$ cat src/rtl/tsel_pkg.sv
package tsel_pkg;
  localparam int SRC_W        = 3;
  localparam int IDX_W        = 5;
  localparam int FIELD_W      = 16;
  localparam int SRC_LSB      = 8;
  localparam int IDX_LSB      = 0;
  localparam int NUM_REF      = 3;
  localparam int NUM_BRG      = 2;
  localparam int NUM_CLK_SRC  = NUM_REF + NUM_BRG;
  localparam int EN_W         = NUM_CLK_SRC + 1;
  localparam int WS_CODE_BASE = 6;
  localparam int LADDER_TOP   = 28;
  localparam int MAX_RATIO    = 98304;
  localparam int CNT_W        = $clog2(MAX_RATIO + 1);

  typedef struct packed {
    logic [SRC_W-1:0] src;
    logic [IDX_W-1:0] idx;
  } tsel_cfg_t;

  // Pull the source code and ratio index out of one channel field.
  function automatic tsel_cfg_t tsel_decode(input logic [FIELD_W-1:0] f);
    tsel_cfg_t c;
    c.src = f[SRC_LSB +: SRC_W];
    c.idx = f[IDX_LSB +: IDX_W];
    return c;
  endfunction

  // Ratio ladder: 2,4,6,8, then pairs of 12*2^p and 16*2^p, top entries fixed.
  function automatic logic [CNT_W-1:0] tsel_ratio(input logic [IDX_W-1:0] idx);
    int k;
    int r;
    k = int'(idx);
    if (k < 4) r = 2 * (k + 1);
    else if (k > LADDER_TOP) r = MAX_RATIO;
    else if (((k - 4) % 2) == 1) r = 16 << ((k - 4) / 2);
    else r = 12 << ((k - 4) / 2);
    return CNT_W'(r);
  endfunction
endpackage

$ cat src/rtl/tsel_src_mux.sv
module tsel_src_mux
  import tsel_pkg::*;
#(
  parameter int NUM_WS = 2
) (
  input  logic [SRC_W-1:0]       src_i,
  input  logic [NUM_CLK_SRC-1:0] clk_evt_i,
  input  logic [EN_W-1:0]        div_en_i,
  input  logic [NUM_WS-1:0]      ws_rise_i,
  output logic                   div_mode_o,
  output logic                   ws_mode_o,
  output logic                   src_en_o,
  output logic                   src_evt_o
);
  always_comb begin
    div_mode_o = 1'b0;
    ws_mode_o  = 1'b0;
    src_en_o   = 1'b0;
    src_evt_o  = 1'b0;
    for (int s = 0; s < NUM_CLK_SRC; s++) begin
      if (int'(src_i) == s) begin
        div_mode_o = 1'b1;
        src_en_o   = div_en_i[s+1];
        src_evt_o  = clk_evt_i[s];
      end
    end
    for (int n = 0; n < NUM_WS; n++) begin
      if (int'(src_i) == WS_CODE_BASE + n) begin
        ws_mode_o = 1'b1;
        src_evt_o = ws_rise_i[n];
      end
    end
  end
endmodule

$ cat src/rtl/tsel_div_chan.sv
module tsel_div_chan
  import tsel_pkg::*;
#(
  parameter int NUM_WS = 2
) (
  input  logic                   clk,
  input  logic                   rst_n,
  input  logic [FIELD_W-1:0]     field_i,
  input  logic [NUM_CLK_SRC-1:0] clk_evt_i,
  input  logic [EN_W-1:0]        div_en_i,
  input  logic [NUM_WS-1:0]      ws_rise_i,
  output logic                   strobe_o
);
  tsel_cfg_t        act_q;
  tsel_cfg_t        fld_cfg;
  logic [CNT_W-1:0] cnt_q;
  logic [CNT_W-1:0] ratio_act;
  logic [CNT_W-1:0] term_cnt;
  logic             div_mode, ws_mode, src_en, src_evt;
  logic             run, wrap, load, strobe_q;
  logic             unused_field;

  assign fld_cfg      = tsel_decode(field_i);
  assign unused_field = ^{field_i[FIELD_W-1:SRC_LSB+SRC_W], field_i[SRC_LSB-1:IDX_LSB+IDX_W]};

  tsel_src_mux #(.NUM_WS(NUM_WS)) u_mux (
    .src_i      (act_q.src),
    .clk_evt_i  (clk_evt_i),
    .div_en_i   (div_en_i),
    .ws_rise_i  (ws_rise_i),
    .div_mode_o (div_mode),
    .ws_mode_o  (ws_mode),
    .src_en_o   (src_en),
    .src_evt_o  (src_evt)
  );

  assign ratio_act = tsel_ratio(act_q.idx);
  assign term_cnt  = ratio_act - CNT_W'(1);
  assign run       = div_mode & src_en;
  assign wrap      = run & src_evt & (cnt_q == term_cnt);
  assign load      = wrap | ~run;

  always_ff @(posedge clk or negedge rst_n) begin
    if (!rst_n) begin
      act_q    <= '0;
      cnt_q    <= '0;
      strobe_q <= 1'b0;
    end else begin
      if (load) act_q <= fld_cfg;
      if (!run) cnt_q <= '0;
      else if (src_evt) cnt_q <= wrap ? '0 : cnt_q + CNT_W'(1);
      strobe_q <= wrap | (ws_mode & src_evt);
    end
  end

  assign strobe_o = strobe_q;

  // a strobe is always caused by an event of the previously active source
  a_r7_strobe_needs_event: assert property (@(posedge clk) disable iff (!rst_n)
    strobe_q |-> $past(src_evt));

  // a clock-mode strobe leaves the counter restarted
  a_r7_strobe_restarts: assert property (@(posedge clk) disable iff (!rst_n)
    (strobe_q && $past(div_mode)) |-> (cnt_q == '0));

  // the counter never reaches the active ratio
  a_r7_count_in_range: assert property (@(posedge clk) disable iff (!rst_n)
    cnt_q < ratio_act);

  // a disabled clock source never yields a strobe
  a_r6_disabled_no_strobe: assert property (@(posedge clk) disable iff (!rst_n)
    (div_mode && !src_en) |=> !strobe_q);

  // the active field holds between wraps while running
  a_r8_hold_between_wraps: assert property (@(posedge clk) disable iff (!rst_n)
    (run && !wrap) |=> $stable(act_q));
endmodule

$ cat src/rtl/tsel_divider.sv
module tsel_divider
  import tsel_pkg::*;
#(
  parameter int NUM_WS = 2,
  parameter int REG_W  = 32
) (
  input  logic                     clk,
  input  logic                     rst_n,
  input  logic [REG_W-1:0]         sel_word_i,
  input  logic [EN_W-1:0]          div_en_i,
  input  logic [NUM_REF-1:0]       ref_tick_i,
  input  logic [NUM_BRG-1:0]       brg_tick_i,
  input  logic [NUM_WS-1:0]        ws_i,
  output logic [REG_W/FIELD_W-1:0] strobe_o
);
  localparam int NUM_CH = REG_W / FIELD_W;

  logic [NUM_WS-1:0]      ws_q;
  logic [NUM_WS-1:0]      ws_rise;
  logic [NUM_CLK_SRC-1:0] clk_evt;

  always_ff @(posedge clk or negedge rst_n) begin
    if (!rst_n) ws_q <= '0;
    else        ws_q <= ws_i;
  end

  assign ws_rise = ws_i & ~ws_q;
  assign clk_evt = {brg_tick_i, ref_tick_i};

  for (genvar ch = 0; ch < NUM_CH; ch++) begin : g_chan
    tsel_div_chan #(.NUM_WS(NUM_WS)) u_chan (
      .clk       (clk),
      .rst_n     (rst_n),
      .field_i   (sel_word_i[ch*FIELD_W +: FIELD_W]),
      .clk_evt_i (clk_evt),
      .div_en_i  (div_en_i),
      .ws_rise_i (ws_rise),
      .strobe_o  (strobe_o[ch])
    );
  end
endmodule

$ cat config.mk
export PLATFORM = sky130hd
export DESIGN_NAME = tsel_divider
export DESIGN_NICKNAME = d
export VERILOG_FILES = /design/src/rtl/tsel_pkg.sv /design/src/rtl/tsel_src_mux.sv /design/src/rtl/tsel_div_chan.sv /design/src/rtl/tsel_divider.sv
export SDC_FILE = /design/constraint.sdc
export NUM_CORES = 1
export LEC_CHECK = 0
export BUFFER_PORTS_ARGS = -buffer_cell sky130_fd_sc_hd__buf_2
export CORE_ASPECT_RATIO = 1.4
export CORE_MARGIN = 2
export CORE_UTILIZATION = 25
export CTS_CLUSTER_DIAMETER = 40
export DETAILED_ROUTE_END_ITERATION = 10
export MAX_ROUTING_LAYER = met4
export PLACE_DENSITY = 0.46
export SYNTH_ARGS = -nofsm -noshare
export SYNTH_HDL_FRONTEND = slang
export SYNTH_SLANG_ARGS = --single-unit
$ cat constraint.sdc
create_clock -name clk -period 5.2 [get_ports clk]
set_input_delay 0.26 -clock clk [delete_from_list [all_inputs] [get_ports clk]]
set_output_delay 0.26 -clock clk [all_outputs]
set_load 0.01 [all_outputs]
* Word level (Yosys, flattened, before mapping)
Cells that the tools add are included.
Storage, ports and cells: flip-flop bits (word level) 54, bits of input ports 47, output and inout bits 2, logic and storage cells 115
Cells by class: add/sub/neg operators 10, order comparisons 4, eq/ne operators 18, shift-type cells 4, muxes and demuxes 50, bitwise gates (word level) 18, reductions and logical operators 2
Operators with widths (count):
- 17-bit 2-to-1 mux | 12
- 32-bit by 1-bit adder with 32-bit output | 2
- 4-bit by 32-bit << shifter with 17-bit output, first input constant | 2
- 5-bit by 32-bit << shifter with 17-bit output, first input constant | 2
- 1-bit 2-to-1 mux | 38
- 17-bit by 1-bit adder with 17-bit output, second input constant | 2
- 17-bit == test | 2
- 17-bit by 1-bit subtractor with 17-bit output, second input constant | 2
- 3-bit == test, second input constant | 6
- 5-bit by 1-bit adder with 6-bit output, second input constant | 2
- 3-bit by 2-bit == test with 1-bit output, second input constant | 4
- 5-bit by 3-bit subtractor with 6-bit output, second input constant | 2
- 1-bit AND | 10
- 5-bit > comparator, second input constant | 2
- 5-bit by 3-bit less-than comparator with 1-bit output, second input constant | 2
- 3-bit by 1-bit == test with 1-bit output, second input constant | 2
- 3-bit zero test | 2
- 2-bit == test, second input constant | 2
- 2-bit by 1-bit != test with 1-bit output, second input constant | 2
- 1-bit OR | 4
- 2-bit AND | 1
- 1-bit inverter | 2
- 2-bit inverter | 1

* Longest topological paths before layout
depth after elaboration 13, gate-level depth with buffers 23, mapped depth without buffers 19

* Modules after synthesis
From an unflattened synthesis, not the netlist that was laid out.
Second synthesis, totals: cells, all modules 698, area total of the unflattened synthesis 5919.4 um^2
By module, submodules not included:
- tsel_div_chan at g_chan[0].u_chan | instances 1, cells an instance 339, area an instance 2850.2 um^2, sequential area each 650.6 um^2
- tsel_div_chan at g_chan[1].u_chan | instances 1, cells an instance 313, area an instance 2691.3 um^2, sequential area each 650.6 um^2
- tsel_src_mux | instances 2, cells an instance 21, area an instance 150.1 um^2, sequential area each 0.0 um^2
- tsel_divider | instances 1, cells an instance 4, area an instance 77.6 um^2, sequential area each 50.0 um^2

* Least setup slack after synthesis
OpenSTA, ideal clock, no wires.
path type register to register, start point reg g_chan[1].u_chan.act_q[3] (netlist name), end point reg g_chan[1].u_chan.act_q[4] (netlist name), setup time 0.127 ns, arrival 5.132 ns, data required time 5.073 ns, path slack -0.059 ns, stages on the path, launching flop included 23, path buffers 3, clock period less this slack 5.259 ns, path through dfrtp_1 -> buf_2 -> nor3_1 -> and2_1 -> ha_1 -> and3b_1 -> clkbuf_1 -> nand2_1 -> ha_1 -> and3b_1 -> nand4_1 -> nor2_1 -> a22oi_1 -> ha_1 -> nand2_1 -> a211o_1 -> or3_4 -> nor4b_2 -> xnor2_1 -> nor4_4 -> a31o_4 -> buf_6 -> mux2_1
Between the ends: word-level cells in the longest chain between the ends 11, elaborated cells on any way between the ends 16, those cells by class 4 x add/sub; 2 x order compare; 2 x eq/ne; 2 x shift; 3 x mux; 3 x bitwise
Ends and longest elaborated chain:
- start: declaration | line tsel_div_chan.sv:14 | tsel_cfg_t act_q;
- start signal: assignment | line tsel_div_chan.sv:49 | if (load) act_q <= fld_cfg;
- 5-bit by 3-bit subtractor with 6-bit output | line tsel_pkg.sv:36, tsel_pkg.sv:37
- 1-bit AND (no line)
- 32-bit by 1-bit adder with 32-bit output (no line)
- 5-bit by 32-bit << shifter with 17-bit output / 4-bit by 32-bit << shifter with 17-bit output (equally long branches) | line tsel_pkg.sv:36, tsel_pkg.sv:37
- 17-bit 2-to-1 mux | line tsel_pkg.sv:36 | else if (((k - 4) % 2) == 1) r = 16 << ((k - 4) / 2);
- 17-bit 2-to-1 mux | line tsel_pkg.sv:35 | else if (k > LADDER_TOP) r = MAX_RATIO;
- 17-bit 2-to-1 mux (*) | line tsel_pkg.sv:34 | if (k < 4) r = 2 * (k + 1);
- 17-bit by 1-bit subtractor with 17-bit output (*) | line tsel_div_chan.sv:38 | assign term_cnt = ratio_act - CNT_W'(1);
- 17-bit == test (*) | line tsel_div_chan.sv:40 | assign wrap = run & src_evt & (cnt_q == term_cnt);
- 1-bit AND (*) | line tsel_div_chan.sv:40
- 1-bit OR (*) | line tsel_div_chan.sv:41 | assign load = wrap | ~run;
Mark *: on every way between the ends. The rest lies on a longest branch, timed or not. A chain may end at the register's enable or synchronous reset.

* Final worst setup path
start point reg g_chan[1].u_chan.act_q[2] (netlist name), end point reg g_chan[1].u_chan.act_q[5] (netlist name)
Same word-level chain as after synthesis.

==> metrics.md <==
| Metric | Value |
|---|---|
| Outcome | `completed` |
| Multi-input logic area | `between 4000 and 5000 um^2` |
| Commonest non-fill, non-tap cells in the layout | `67 x nand2_1, 57 x nor2_1, 52 x dfrtp_1, 46 x xnor2_1, 35 x xor2_1` |
| Final setup TNS | `0 ns` |
| CP arrival | `about 5 ns` |
| FFs w/ async S/R, synth | `100.0%` |
| H-Tree Depth | `2` |
| Register share of total power | `about 14%` |
| Number of cells produced by synthesis | `roughly 670` |
| Num Clock Sinks | `54` |
| Vias in the first global route | `slightly above 5000` |
| Combinational share of power | `just under 80%` |
| Global Route Usage Sum | `a little over an eighth` |
| Hold Vio Cnt, Final | `0` |
| Number of distinct library cells after synthesis | `98` |
| Main synth FF type | `dfrtp_1` |
| LEAKAGE | `between 2 and 3 nW` |
| Worst Tran Pin Value | `a little under 0.9 ns` |
| First-pass GRT wire length | `between 20 and 30 mm` |
| Die area | `24360 um^2` |
| Clock Latency Late Sink | `0.30 ns` |
| GR Layer Usage met2 | `25.04%` |
| Gr ovfl total | `0` |
| Sw frac | `between 50% and 60%` |
| Synth Net Count | `between 700 and 800` |
| Mean Syn Cell Area | `~8.6 um^2` |
| Largest net degree at the start of global routing | `between 50 and 60` |
| Met3 Usage GRT | `1.572%` |
| Dominant cells by area after synthesis | `dfrtp_1 23%, xnor2_1 7.0%, ha_1 6.5%, xor2_1 5.3%, nand2_1 4.4%` |
| Boundary pin count | `49` |
| Most common cell after layout, fill and taps aside | `nand2_1` |
| RSZ-0062 raised after global routing | `false` |
| Die width | `132.5 um` |
| Pwr Density | `approximately 660 nW/um^2` |
| Int Pwr | `around 2.1 mW` |
| Routed wire length | `around 15 mm` |
| Gr busiest metal | `met2` |
| Maximum clock rate | `203.6 MHz` |
| Peak supply drop | `around 0.33 mV` |
| CTS tree | `done` |
| GPL Wtd Cong | `between 0.8 and 0.9` |
| Core Region | `approximately 23000 um^2` |
| Row count | `between 60 and 70` |
| Layout cells sized above 1 | `19.77%` |
| Post-synth top area share | `about a quarter` |
| Top cell type by total area after synthesis | `dfrtp_1` |
| Psw | `approximately 2.3 mW` |
| Tot Pwr | `about 4.3 mW` |
| Starting Density | `25.55%` |
| Proportion of power drawn by the clock network | `7.9%` |
| Reg-to-Reg Start | `g_chan[1].u_chan.act_q[2]` |
| CP Launch Type | `flip-flop` |
| Clock-pin slew of the registers on the worst-case setup and hold paths | `roughly 0.070 ns` |
| Fill cells | `between 2000 and 3000` |
| Grt met1 use | `between 10 and 15%` |
| Number of port buffers | `31` |
| Via count of the routed design | `4967` |
| # Max-Cap Violations | `0` |
| Routed vias/inst | `approximately 5` |
| Synth-to-Final Area Change | `13.54%` |
| Synth Register Bits | `54` |
| Initial antenna violation count | `0` |
| Setup crit end kind | `flip-flop` |
| Setup Skew | `slightly below 0.008 ns` |
| Warnings from Yosys | `0` |
| Final count of negative-setup-slack endpoints | `0` |
| Slew headroom | `39.51%` |
| Sequential area share after synthesis | `a little under a quarter` |
| Die Ht | `approximately 180 um` |
| Setup CP Type | `flip-flop to flip-flop` |
| Routed length per instance | `15.11 um` |
| Clock Path Buffers | `2` |
| FF+latch area | `1354 um^2` |
| Diode count | `0` |
| Number of synthesized flops with an enable pin | `0` |
| Post-detail-place hpwl | `12.33 mm` |
| First DRT Iteration DRCs | `133` |
| First drt pass iteration count | `5` |
| Detail Route Antenna Nets | `0` |
| Slew Limit Fails | `0` |
| Final period util | `a little over nine tenths` |
| Worst-path fanout max | `7` |
| Net count, final | `approximately 780` |
| Fin crit period | `roughly 4.9 ns` |
| Setup crit start | `g_chan[1].u_chan.act_q[2]` |
| Inserted Clock Buffers | `5` |
| Type of the worst min-delay path | `input port to async pin` |
| Cell area after synthesis | `5777 um^2` |
| Clock Tree Root | `clkbuf_16` |
| Worst EP required | `roughly 5.4 ns` |
| Drt drc | `0` |
cells by family (layout without fill, tap and decap cells):
group / count (synthesis) / after routing / share of synthesized area [%]
AO/OA/AOI/OAI: 117 / 118 / 15.57
XOR/XNOR: 82 / 82 / 12.56
adder cells (fa/ha/maj): 30 / 30 / 6.498
buffers and inverters: 56 / 95 / 5.610
flip-flops: 54 / 54 / 23.39
multiplexers: 35 / 35 / 7.213
AND/OR/NAND/NOR: 294 / 294 / 29.15
timing repair:
item,in CTS,in global routing
setup endpoints to repair,0,44
buffers inserted,0,1
gates resized for setup,0,12
hold buffers,0,0
routing by layer:
layer  wire length (um)  share of wire (%)  up-vias
li1                   -                  -     2517
met1               6266                 41     2351
met2               8139                 53       67
met3                261                1.7       32
met4                577                3.8        0
met5                  0                  0        -
power groups by stage:
stage / sequential [mW] / clock (mW) / combinational (mW)
after floorplan: 0.557 / 0 / 2.59
after global placement: 0.630 / 0 / 3.28
after detailed placement: 0.627 / 0 / 3.29
after CTS: 0.621 / 0.363 / 3.30
after global routing: 0.639 / 0.376 / 3.75
final: 0.619 / 0.345 / 3.38
sequential cells by signal, indices dropped and copies added (netlist names):
name                    flops
g_chan.u_chan.cnt_q        34
g_chan.u_chan.act_q        16
g_chan.u_chan.strobe_o      2
ws_q                        2
final cells by class:
type / instances / area share, %
flip-flops and latches: 54 / 20.64
inverters: 22 / 1.259
well taps: 301 / 5.742
multi-input cells: 559 / 63.60
clock inverters: 1 / 0.07631
repair buffers: 65 / 6.505
clock buffers: 7 / 2.175
cell usage after synthesis (6+ instances only):
cell / n
dfrtp_1: 54
or3_1: 8
nor2_4: 10
a21oi_1: 16
xor2_1: 35
buf_2: 7
nor3_1: 23
mux2_2: 8
inv_1: 22
mux2i_1: 12
ha_1: 30
nand2_1: 67
and3_1: 8
and2_1: 6
o21ai_0: 18
nand4_1: 21
nor4_1: 12
clkbuf_1: 13
nand2b_1: 6
xnor2_1: 46
nand3_1: 23
mux2_1: 9
nor2_1: 58
metrics by stage:
stage / hold WS (ns) / cells / utilization (%) / area [um^2] / worst slack, ns
final: 0.08620 / 1009 / 29.01 / 6559 / 0.2885
after CTS: 0.07754 / 1007 / 28.63 / 6472 / 0.1298
after detailed placement: 0.3903 / 999 / 27.97 / 6325 / 0.1400
after global routing: 0.08058 / 1009 / 29.01 / 6559 / 0.005087
after global placement: 0.3842 / 999 / 27.97 / 6325 / 0.1507
after floorplan: -0.03559 / 668 / - / 5787 / 0.2087
final timing paths:
kind	endpoint	slack, ns	cells past startpoint
hold reg to reg	g_chan[1].u_chan.cnt_q[15]	0.54	2
min in group clk	ws_q[0]	0.09	1
setup reg to reg	g_chan[1].u_chan.act_q[5]	0.29	19
max in group asynchronous	g_chan[1].u_chan.act_q[3]	4.61	2
setup / recovery	g_chan[1].u_chan.act_q[5]	0.29	19
hold / removal	g_chan[0].u_chan.act_q[4]	0.09	2
worst max-delay path, stage by stage, from the launching register on:
cell,delay [ns]
dfrtp_2,0.43
inv_1,0.10
ha_1,0.20
ha_1,0.30
and3b_1,0.30
nand2_1,0.08
ha_1,0.30
and3b_1,0.21
nand4_1,0.18
nor2_2,0.07
a22oi_1,0.18
ha_1,0.21
nand2_1,0.13
a211o_1,0.29
or3_4,0.41
nor4b_2,0.30
xnor2_1,0.16
nor4_4,0.31
a31o_4,0.27
mux2_1,0.34
No activity file was read; power rests on OpenSTA's default activity.
